### config.mk
export PLATFORM = sky130hd
export DESIGN_NAME = syn_calc_top
export DESIGN_NICKNAME = d
export VERILOG_FILES = /design/src/rtl/bch_syn_pkg.sv /design/src/rtl/syn_lane.sv /design/src/rtl/syn_ctrl.sv /design/src/rtl/syn_any.sv /design/src/rtl/syn_calc_top.sv
export SDC_FILE = /design/constraint.sdc
export NUM_CORES = 1
export LEC_CHECK = 0
export ABC_AREA = 0
export CAP_MARGIN = 5
export CORE_MARGIN = 5
export CORE_UTILIZATION = 25
export DETAILED_ROUTE_END_ITERATION = 7
export SLEW_MARGIN = 15
export SYNTH_ARGS = -nofsm -noshare
export SYNTH_HDL_FRONTEND = slang
export SYNTH_HIERARCHICAL = 1
export SYNTH_SLANG_ARGS = --single-unit
### constraint.sdc
create_clock -name clk -period 6.14 [get_ports clk]
set_input_delay 1.228 -clock clk [delete_from_list [all_inputs] [get_ports clk]]
set_output_delay 1.228 -clock clk [all_outputs]
set_load 0.02 [all_outputs]
### src/rtl/bch_syn_pkg.sv
// Package: Galois-field helpers shared by the syndrome calculator.
// Assumes a binary extension field with alpha = x as primitive element.
package bch_syn_pkg;
    parameter int GF_M = 13;
    parameter int GF_ORDER = (1 << GF_M) - 1;
    // low-order terms of x^13 + x^4 + x^3 + x + 1
    parameter logic [GF_M-1:0] GF_POLY = 13'h001B;

    typedef logic [GF_M-1:0] gf_t;

    // multiply an element by alpha
    function automatic gf_t gf_xtime(input gf_t a);
        gf_t r;
        r = {a[GF_M-2:0], 1'b0};
        if (a[GF_M-1]) r = r ^ GF_POLY;
        return r;
    endfunction

    // general field product, shift-and-add from the top bit of b
    function automatic gf_t gf_mul(input gf_t a, input gf_t b);
        gf_t p;
        p = '0;
        for (int i = GF_M - 1; i >= 0; i--) begin
            p = gf_xtime(p);
            if (b[i]) p = p ^ a;
        end
        return p;
    endfunction

    // alpha raised to e, by square-and-multiply
    function automatic gf_t gf_pow(input int unsigned e);
        gf_t r;
        gf_t b;
        int unsigned k;
        r = gf_t'(1);
        b = gf_t'(2);
        k = e % GF_ORDER;
        for (int i = 0; i < 32; i++) begin
            if (k[i]) r = gf_mul(r, b);
            b = gf_mul(b, b);
        end
        return r;
    endfunction
endpackage

### src/rtl/syn_lane.sv
// Module: one syndrome accumulator, evaluating the received polynomial at
// alpha^J for a beat of W bits per clock (Horner form over whole beats).
// Assumes data[W-1] is the earliest bit of the beat.
module syn_lane
    import bch_syn_pkg::*;
#(
    parameter int J = 1,
    parameter int W = 8
) (
    input  logic         clk,
    input  logic         rst_n,
    input  logic         clear,
    input  logic         load,
    input  logic [W-1:0] data,
    output gf_t          syn
);
    // weights alpha^(J*i) of bit i inside one beat
    function automatic logic [W*GF_M-1:0] build_cols();
        logic [W*GF_M-1:0] c;
        c = '0;
        for (int i = 0; i < W; i++) c[i*GF_M +: GF_M] = gf_pow(J * i);
        return c;
    endfunction

    localparam gf_t STEP = gf_pow(J * W);
    localparam logic [W*GF_M-1:0] COLS = build_cols();

    gf_t contrib;
    gf_t base;

    // sum of weighted bits of the current beat
    always_comb begin
        contrib = '0;
        for (int i = 0; i < W; i++) begin
            if (data[i]) contrib = contrib ^ COLS[i*GF_M +: GF_M];
        end
    end

    // previous value shifted by one beat, or zero when a codeword opens
    always_comb begin
        base = clear ? '0 : gf_mul(syn, STEP);
    end

    // accumulator register
    always_ff @(posedge clk) begin
        if (!rst_n)     syn <= '0;
        else if (load)  syn <= base ^ contrib;
        else if (clear) syn <= '0;
    end

    AST_LANE_CLEAR: assert property (@(posedge clk) disable iff (!rst_n)
        clear && !load |=> syn == '0);
    AST_LANE_HOLD: assert property (@(posedge clk) disable iff (!rst_n)
        !clear && !load |=> $stable(syn));
endmodule

### src/rtl/syn_ctrl.sv
// Module: completion strobe, raised the cycle after a closing beat.
// Assumes last is meaningful only with valid.
module syn_ctrl (
    input  logic clk,
    input  logic rst_n,
    input  logic valid,
    input  logic last,
    output logic done
);
    // register the closing-beat condition
    always_ff @(posedge clk) begin
        if (!rst_n) done <= 1'b0;
        else        done <= valid & last;
    end

    AST_DONE_AFTER_LAST: assert property (@(posedge clk) disable iff (!rst_n)
        valid && last |=> done);
    AST_DONE_HAS_CAUSE: assert property (@(posedge clk) disable iff (!rst_n)
        done |-> $past(valid && last));
endmodule

### src/rtl/syn_any.sv
// Module: nonzero detector over N syndromes of GF_M bits each.
// Assumes the syndromes are packed lowest index first.
module syn_any
    import bch_syn_pkg::*;
#(
    parameter int N = 15
) (
    input  logic [N*GF_M-1:0] vec,
    output logic              any
);
    logic [N-1:0] nz;

    for (genvar k = 0; k < N; k++) begin : g_nz
        // per-syndrome nonzero bit
        assign nz[k] = |vec[k*GF_M +: GF_M];
    end

    // combine all syndromes
    assign any = |nz;
endmodule

### src/rtl/syn_calc_top.sv
// Module: parallel odd-syndrome calculator for a binary BCH code over
// GF(2^13). One lane per odd syndrome, an error-present flag and a done strobe.
// Assumes a codeword is always opened with start_i.
module syn_calc_top
    import bch_syn_pkg::*;
#(
    parameter int BEAT_W = 8,
    parameter int NUM_SYN = 15,
    localparam int SYN_W = NUM_SYN * GF_M
) (
    input  logic              clk,
    input  logic              rst_n,
    input  logic              start_i,
    input  logic              valid_i,
    input  logic [BEAT_W-1:0] data_i,
    input  logic              last_i,
    output logic [SYN_W-1:0]  syn_o,
    output logic              err_o,
    output logic              done_o
);
    for (genvar k = 0; k < NUM_SYN; k++) begin : g_lane
        gf_t s;
        syn_lane #(.J(2 * k + 1), .W(BEAT_W)) u_lane (
            .clk  (clk),
            .rst_n(rst_n),
            .clear(start_i),
            .load (valid_i),
            .data (data_i),
            .syn  (s)
        );
        // place S(2k+1) in slice k
        assign syn_o[k*GF_M +: GF_M] = s;
    end

    syn_ctrl u_ctrl (
        .clk  (clk),
        .rst_n(rst_n),
        .valid(valid_i),
        .last (last_i),
        .done (done_o)
    );

    syn_any #(.N(NUM_SYN)) u_any (
        .vec(syn_o),
        .any(err_o)
    );
endmodule

==> out/summary.txt, run 1 <==
min-delay src: g_lane[5].u_lane/syn[1]
hold_buf cts: 0
reg2reg setup slack: 3.40 ns
max_slew headroom: 44.7%
fin crit share: 76.9%
CP Capture Type: output pin
final wirelength: 73000 um
Post-Place Setup Slack: 1.92 ns
Adder-Cell Fraction of Synth Area: 0%
starting DRC count in detailed routing: 1318
hold path depth: 2
Worst-Margin Slew: 0.822 ns
Final Wtd Congestion: 0.845
largest family of logic cells by synthesized area: XOR/XNOR gates
sequential share of the synthesized area: 18.8%
Via Count: 17.6k
Final WS setup: 1.42 ns
CTS resizes: 0
Detail Placement HPWL: 52500 um
#FFs+latches synth: 196
area of the die: 0.0893 sq mm
RSZ-0062 raised after global routing: no
Hold WC Path Type: reg2reg
cell area power density: 641 mW/mm^2
P&R area growth vs syn: 16.1%
Global Route Usage Sum: 15.8%
Die W: 299 um
Avg Cell Area, Syn: 8.88 sq um
worst r2r src: g_lane[3].u_lane/syn[3]
Post-Syn Area: 0.0209 sq mm
# diodes: 0
Fmax: 0.212 GHz
Post-Synth XOR/XNOR Area: 43.3%
complex-gate fraction of the synthesized area: 15.6%
CP Launch Type: flop
detailed-route DRC error count: 0
Yosys cell types: 95
mux contribution to synthesized area: 1.25%
vias in the first global route: 16.7k
root buf cell: clkbuf_16
wire per inst: 20.7 um
Worst Hold Path EP: g_lane[5].u_lane/syn[1]
row count: 106
first-pass GRT wire length: 109000 um
FF-to-FF End: g_lane[3].u_lane/syn[4]
Post-Synth Simple-Gate Area: 16.1%
max-slew violations: 0
htree depth: 4
Post-synth EDFFs: 0
# IOs: 210
final setup fails: 0
status: finished clean
Hold Vio Cnt, Final: 0
CP Data Required Time: 4.91 ns
ratio of cells with drive above 1 in the final layout: 7.45%
initial antenna violation count: 0
Async S/R FF share, synth: 0%
peak supply drop: 0.282 mV
Net Count, Synth: 2363
WS Path Type: reg2out
crit path max fanout: 6
R2R depth: 6
Tmin final: 4.72 ns
Worst Path Arrival: 3.50 ns
CTS Buf Count: 17
Cells after Synth: 2350
Final #Nets: 2455
Initial Util: 25.1%
largest net degree at the start of global routing: 90
max cap viols: 0
Warnings, synthesis: 6
clock sinks: 196
Remaining Overflow, GRT: 0
Multi-input gate area: 0.0159 sq mm
die height: 299 um
CTS tree: built
vias per cell: 4.98
# port buffers: 209
DRT Pass-1 Iters: 7
Final TNS setup: 0 ns
core area: 0.0832 sq mm
CTS max path bufs: 2
Final ANT Viol Nets: 0
Fillers: 8658
register cell area after layout: 0.00392 sq mm
LEAKAGE: 0.00882 uW
clock latency at the later pin of the worst-skew pair: 0.51 ns
ys flop type: dfxtp_1
clock transition at the registers of the reported paths: 0.08 ns
final clock skew: 0.0137 ns
Post-CTS Setup Repair Bufs: 0
-- flip-flops by register name, indices dropped and copies added (netlist names) --
| name | flops |
|---|---|
| u_ctrl/done | 1 |
| g_lane.u_lane/syn | 195 |
-- where the power goes --
part / switching, uW / internal (uW)
Sequential: 992 / 1650
Clock: 636 / 623
Combinational: 5510 / 6110
Total: 7140 / 8390
-- worst max-delay path by stage --
stage,endpoint,slack [ns],start,depth (start not counted)
2_1_floorplan,g_lane[8].u_lane/syn[5],3.13,data_i[4],7
3_3_place_gp,err_o,1.44,g_lane[0].u_lane/syn[12],5
3_5_place_dp,err_o,1.92,g_lane[0].u_lane/syn[12],5
4_1_cts,err_o,1.34,g_lane[0].u_lane/syn[12],5
5_1_grt,err_o,1.38,g_lane[0].u_lane/syn[12],5
6_report,err_o,1.42,g_lane[10].u_lane/syn[0],5
-- layout make-up --
class                   instances  area share (%)
clock buffers                  18            1.81
flip-flops and latches        196            16.2
well taps                    1080            5.58
inverters                      44           0.687
multi-input cells            1947            65.7
repair buffers                236            9.39
clock inverters                14           0.671
-- synth_stat cells, drive strengths merged, types with 47 or more instances --
library cell  number  share of area (%)
clkbuf            95                2.0
nor3              47                1.1
buf               68                2.2
nand2            190                3.4
nor2             105                1.9
dfxtp            196                 19
nand3             55                1.3
xnor3             94                 10
xor2             182                8.1
a21oi            104                2.5
o211ai            49                1.8
nor4              62                1.9
xnor2            481                 22
o21ai             83                2.0
-- stage by stage --
stage | utilization, % | cells | power (uW) | instance area, sq um | hold WS, ns
2_1_floorplan | - | 2350 | 11700 | 20900 | 0.584
3_3_place_gp | 28.4 | 3503 | 14200 | 23600 | 0.531
3_5_place_dp | 28.4 | 3503 | 14300 | 23600 | 0.546
4_1_cts | 29.1 | 3535 | 15600 | 24200 | 0.551
5_1_grt | 29.1 | 3535 | 16600 | 24200 | 0.571
6_report | 29.1 | 3535 | 15500 | 24200 | 0.552
-- metal layers --
metal	up-vias	wire [um]	global-route usage [%]
li1	8427	-	-
met1	8598	32200	20.5
met2	494	33700	25.6
met3	91	5170	4.65
met4	0	1980	4.56
met5	-	0	0
-- cell families (layout without fill, tap and decap cells) --
kind of cell	after synthesis	count (layout)
buffers and inverters	207	312
flip-flops	196	196
AND/OR/NAND/NOR	657	657
multiplexers	25	25
AO/OA/AOI/OAI	483	483
XOR/XNOR	782	782
-- critical path, stage by stage (launching register included) --
cell and delay (ns):
dfxtp_1 0.40, nor4_1 0.67, nand4_1 0.24, nor4_1 0.64, nand4_1 0.37, clkdlybuf4s50_1 0.65
-- cells in the final DEF, fill, tap and decap left out, drive strengths merged, types with 35 or more instances in the layout --
| cell | count |
|---|---|
| inv | 45 |
| nand2 | 190 |
| clkdlybuf4s50 | 198 |
| nor4 | 62 |
| o211ai | 49 |
| buf | 36 |
| nand3 | 55 |
| a21oi | 104 |
| xnor3 | 94 |
| nor2 | 105 |
| nor3 | 47 |
| o21ai | 83 |
| dfxtp | 196 |
| xnor2 | 481 |
| xor2 | 182 |
| a31oi | 40 |
| nor2b | 35 |
Power figures use the tool's default switching activity.
==> inputs of run 2 (changes only) <==
- clock period: 6.14 -> 4.8 ns (I/O delays scaled with it)
==> out/summary.txt, run 2 (synthesis results as in run 1) <==
status: finished clean
most frequent cells in the layout: xnor2_1 (440), clkdlybuf4s50_1 (198), dfxtp_1 (196)
final wirelength: 74300 um (+1.6%)
Final #Nets: 2466 (+0.45%)
grt met2 use: 25.6% (+0.049 points)
Sw Share: 45.8% (-0.21 points)
DRT Pass-1 Iters: 5 (-2)
largest net degree at the start of global routing: 71 (-21%)
Top Registers: g_lane.u_lane/syn (195), u_ctrl/done (1)
busiest layer in global routing: met2
GR Layer Usage met3: 4.37% (-0.28 points)
clock transition at the registers of the reported paths: 0.09 ns (about the same)
Via Count: 17.7k (+0.48%)
# IOs: 210 (unchanged)
CP Data Required Time: 3.84 ns (-1.07 ns)
Final WS setup: 0.407 ns (-1.01 ns)
hold_buf cts: 0 (unchanged)
largest reg by FF count: g_lane.u_lane/syn
placed cell areas: 0.0238 sq mm (+0.53%)
clock latency at the later pin of the worst-skew pair: 0.51 ns (about the same)
max reg flops: 195 (unchanged)
Die W: 299 um (unchanged)
CP Launch Type: flop
R2R depth: 6 (unchanged)
Hold Vio Cnt, Final: 0 (unchanged)
final setup fails: 0 (unchanged)
WS Path Type: reg2out
Clk pwr share: 8.3% (+0.2 points)
max incr delay on CP: 0.67 ns (about the same)
vias per cell: 4.99 (+0.17%)
vias in the first global route: 16.9k (+0.92%)
CTS max path bufs: 2 (unchanged)
Final Wtd Congestion: 0.863 (+2.1%)
LEAKAGE: 0.00891 uW (+0.96%)
max cap viols: 0 (unchanged)
area of the die: 0.0893 sq mm (unchanged)
Worst-Margin Slew: 0.780 ns (-0.0418 ns)
detailed-route DRC error count: 0 (unchanged)
CP Cell Sequence: nor4_1 > nand4_1 > nor4_1 > nand4_1 > clkdlybuf4s50_1
Fmax: 0.228 GHz
clock sinks: 196 (unchanged)
# port buffers: 209 (unchanged)
CTS Buf Count: 17 (unchanged)
Post-Place Setup Slack: 0.924 ns (-1.00 ns)
Final ANT Viol Nets: 0 (unchanged)
Initial Util: 25.1% (unchanged)
Final TNS setup: 0 ns (unchanged)
root buf cell: clkbuf_16
crit path max fanout: 6 (unchanged)
Tmin final: 4.39 ns
Remaining Overflow, GRT: 0 (unchanged)
CP Capture Type: output pin
Slowest cell on crit path: nor4_1
core area: 0.0832 sq mm (unchanged)
final clock skew: 0.0132 ns (-0.000448 ns)
Detail Placement HPWL: 54300 um (+3.4%)
Post-CTS Setup Repair Bufs: 0 (unchanged)
Hold WC Path Type: reg2reg
htree depth: 4 (unchanged)
P_sw: 9170 uW (+28%)
cell internal pwr: 10900 uW (+30%)
starting DRC count in detailed routing: 1408 (+6.8%)
die height: 299 um (unchanged)
Logic pwr share: 75.2% (+0.3 points)
Worst Path Arrival: 3.43 ns (-0.07 ns)
commonest non-fill, non-tap cell in the layout: xnor2_1
row count: 106 (unchanged)
peak supply drop: 0.380 mV (+35%)
P&R area growth vs syn: 16.9%
initial antenna violation count: 2 (+2)
hold path depth: 2 (unchanged)
CTS tree: built
GR met1 Demand/Resource: 20.7% (+0.24 points)
ratio of cells with drive above 1 in the final layout: 7.75% (+0.29 points)
max_slew headroom: 47.5% (+2.8 points)
max-slew violations: 0 (unchanged)
Sequential Power Share: 16.5% (-0.5 points)
cell area power density: 821 mW/mm^2 (+28%)
Global Route Usage Sum: 16.1% (+0.27 points)
RSZ-0062 raised after global routing: no
finished layout cell area: 0.0244 sq mm (+0.66%)
first-pass GRT wire length: 111000 um (+1.6%)
fin crit share: 91.5%
CTS resizes: 0 (unchanged)
wire per inst: 20.9 um (+1.3%)
Final Total Pwr: 20000 uW (+29%)
## run 2: power groups by stage
stage / Combinational [uW] / Sequential (uW) / Clock, uW
global placement: 15000 / 3310 / 0
finish: 15100 / 3310 / 1660
floorplan: 11700 / 3330 / 0
detailed placement: 15000 / 3340 / 0
CTS: 15100 / 3310 / 1720
global route: 16200 / 3420 / 1760
## run 2: path summary, 6_finish.rpt
check                           slack [ns]                startpoint                 endpoint
worst min-delay path                  0.55   g_lane[5].u_lane/syn[1]  g_lane[5].u_lane/syn[1]
worst min register to register        0.55   g_lane[5].u_lane/syn[1]  g_lane[5].u_lane/syn[1]
worst max-delay path                  0.41  g_lane[10].u_lane/syn[7]                    err_o
worst max register to register        2.09   g_lane[3].u_lane/syn[3]  g_lane[3].u_lane/syn[4]
## run 2: worst max-delay path, delay by kind of cell (launching register included)
family                 cells  cell delay (ns)
flip-flops                 1             0.39
buffers and inverters      1             0.65
AND/OR/NAND/NOR            4             1.87
## run 2: layer usage
metal,up-vias,share of wire [%]
met5,-,0
met4,0,3.7
met3,105,6.7
met2,478,46
met1,8669,44
li1,8443,-
## run 2: area by class of cell
type                    count  area, sq um
diodes                      1         2.50
clock buffers              20          457
clock inverters            11          175
fillers                  8640        58800
inverters                  44          166
multi-input cells        1947        15900
flip-flops and latches    196         3920
well taps                1080         1350
repair buffers            247         2410
## run 2: per-stage QoR
stage / hold WS (ns) / util [%] / instances
6_report: 0.546 / 29.3 / 3546
5_1_grt: 0.595 / 29.3 / 3546
4_1_cts: 0.549 / 29.3 / 3545
3_5_place_dp: 0.537 / 28.6 / 3514
3_3_place_gp: 0.530 / 28.6 / 3514
2_1_floorplan: 0.584 / - / 2350
==> inputs of run 3 (changes only) <==
- CORE_MARGIN: 5 -> 2
- RECOVER_POWER: not set -> 25
==> out/summary.txt, run 3 (synthesis results as in run 1) <==
failing checks: capacitance limit, slew limit
root buf cell: clkbuf_16
Final WS setup: 0.374 ns (-0.0330 ns)
Hold WC Path Type: reg2reg
ratio of cells with drive above 1 in the final layout: 7.65% (-0.094 points)
peak supply drop: 0.355 mV (-6.6%)
hold_buf cts: 0 (unchanged)
CP Capture Type: output pin
Remaining Overflow, GRT: 0 (unchanged)
Tmin final: 4.43 ns (+0.0330 ns)
CTS tree: built
Via Count: 17.7k (+0.011%)
status: complete, but fails checks
Final TNS setup: 0 ns (unchanged)
CTS Buf Count: 17 (unchanged)
first-pass GRT wire length: 112000 um (+1.2%)
crit path max fanout: 6 (unchanged)
vias per cell: 5.00 (+0.21%)
row count: 105 (-0.94%)
wire per inst: 21.0 um (+0.51%)
fin crit share: 92.2% (+0.69 points)
# diodes: 0 (-1)
max reg flops: 195 (unchanged)
P&R area growth vs syn: 16.7%
Fmax: 0.226 GHz (-0.75%)
max incr delay on CP: 0.64 ns (-0.03 ns)
Slowest cell on crit path: clkdlybuf4s50_1
Post-CTS Setup Repair Bufs: 0 (unchanged)
# IOs: 210 (unchanged)
hold path depth: 2 (unchanged)
Initial Util: 25.3% (+0.24 points)
Top Registers: g_lane.u_lane/syn (195), u_ctrl/done (1)
Global Route Usage Sum: 17.2% (+1.1 points)
GR Layer Usage met3: 4.68% (+0.32 points)
max_slew headroom: -61.6% (-110 points)
commonest non-fill, non-tap cell in the layout: xnor2_1
die height: 293 um (-2.0%)
CP Launch Type: flop
clock latency at the later pin of the worst-skew pair: 0.51 ns (about the same)
max-slew violations: 38 (+38)
CP Data Required Time: 3.84 ns (about the same)
cell area power density: 818 mW/mm^2 (-0.37%)
final setup fails: 0 (unchanged)
busiest layer in global routing: met2
WS Path Type: reg2out
starting DRC count in detailed routing: 1368 (-2.8%)
largest net degree at the start of global routing: 71 (unchanged)
GR met1 Demand/Resource: 21.9% (+1.2 points)
Hold Vio Cnt, Final: 0 (unchanged)
detailed-route DRC error count: 0 (unchanged)
# port buffers: 209 (unchanged)
grt met2 use: 27.8% (+2.1 points)
Die W: 293 um (-2.0%)
core area: 0.0824 sq mm (-0.94%)
DRT Pass-1 Iters: 5 (unchanged)
most frequent cells in the layout: xnor2_1 (440), clkdlybuf4s50_1 (197), dfxtp_1 (196)
max cap viols: 1 (+1)
clock transition at the registers of the reported paths: 0.08 ns (about the same)
htree depth: 4 (unchanged)
Fillers: 8613 (-0.31%)
Final Wtd Congestion: 0.857 (-0.73%)
CTS resizes: 0 (unchanged)
vias in the first global route: 17.1k (+1.5%)
Post-Place Setup Slack: 0.826 ns (-0.0983 ns)
Worst Path Arrival: 3.47 ns (+0.04 ns)
CTS max path bufs: 2 (unchanged)
CP Cell Sequence: nor4_1 > buf_4 > nand4_1 > nor4_1 > nand4_1 > clkdlybuf4s50_1
RSZ-0062 raised after global routing: no
Final #Nets: 2469 (+0.12%)
clock sinks: 196 (unchanged)
area of the die: 0.0858 sq mm (-4.0%)
LEAKAGE: 0.00888 uW (-0.27%)
largest reg by FF count: g_lane.u_lane/syn
initial antenna violation count: 1 (-1)
Detail Placement HPWL: 53900 um (-0.88%)
Final Total Pwr: 19900 uW (-0.54%)
Worst-Margin Slew: 2.42 ns (+1.64 ns)
Final ANT Viol Nets: 0 (unchanged)
R2R depth: 6 (unchanged)
final clock skew: 0.0138 ns (+0.000556 ns)
final wirelength: 74500 um (+0.31%)
==> run 3: metal layers <==
| metal | vias up | wire [um] |
|---|---|---|
| met2 | 517 | 34500 |
| met3 | 93 | 5460 |
| met5 | - | 0 |
| met4 | 0 | 2170 |
| met1 | 8640 | 32400 |
| li1 | 8447 | - |
==> run 3: layout make-up <==
| type | count | area [sq um] | share of cell area [%] |
|---|---|---|---|
| Multi-Input combinational cell | 1947 | 15900 | 65.3 |
| Sequential cell | 196 | 3920 | 16.1 |
| Timing Repair Buffer | 250 | 2420 | 9.92 |
| Tap cell | 1070 | 1340 | 5.50 |
| Clock buffer | 17 | 425 | 1.75 |
| Clock inverter | 15 | 170 | 0.699 |
| Inverter | 44 | 166 | 0.683 |
==> run 3: worst max-delay path, delay by kind of cell (launching register included) <==
| family | cells | cell delay [ns] |
|---|---|---|
| buffers and inverters | 2 | 0.86 |
| DFF | 1 | 0.40 |
| and+or+nand+nor | 4 | 1.69 |
==> run 3: per-stage QoR <==
step                      cell area (sq um)  instances  utilization (%)  hold WS, ns
after CTS                             24400       3539             29.6        0.570
after detailed placement              23800       3507             28.9        0.559
final                                 24300       3539             29.6        0.568
after global placement                23800       3507             28.9        0.558
after global routing                  24300       3539             29.6        0.593
after floorplan                       20900       2350                -        0.584
==> run 3: worst paths after layout <==
kind,to,startpoint,slack (ns)
max,err_o,g_lane[11].u_lane/syn[1],0.37
min reg2reg,g_lane[5].u_lane/syn[1],g_lane[5].u_lane/syn[1],0.57
min,g_lane[5].u_lane/syn[1],g_lane[5].u_lane/syn[1],0.57
max reg2reg,g_lane[3].u_lane/syn[4],g_lane[3].u_lane/syn[3],2.05
==> run 3: power breakdown <==
group	total, uW	internal (uW)	switching (uW)
Clock	1590	783	808
Sequential	3320	2110	1210
Combinational	15000	7850	7160
Total	19900	10700	9190
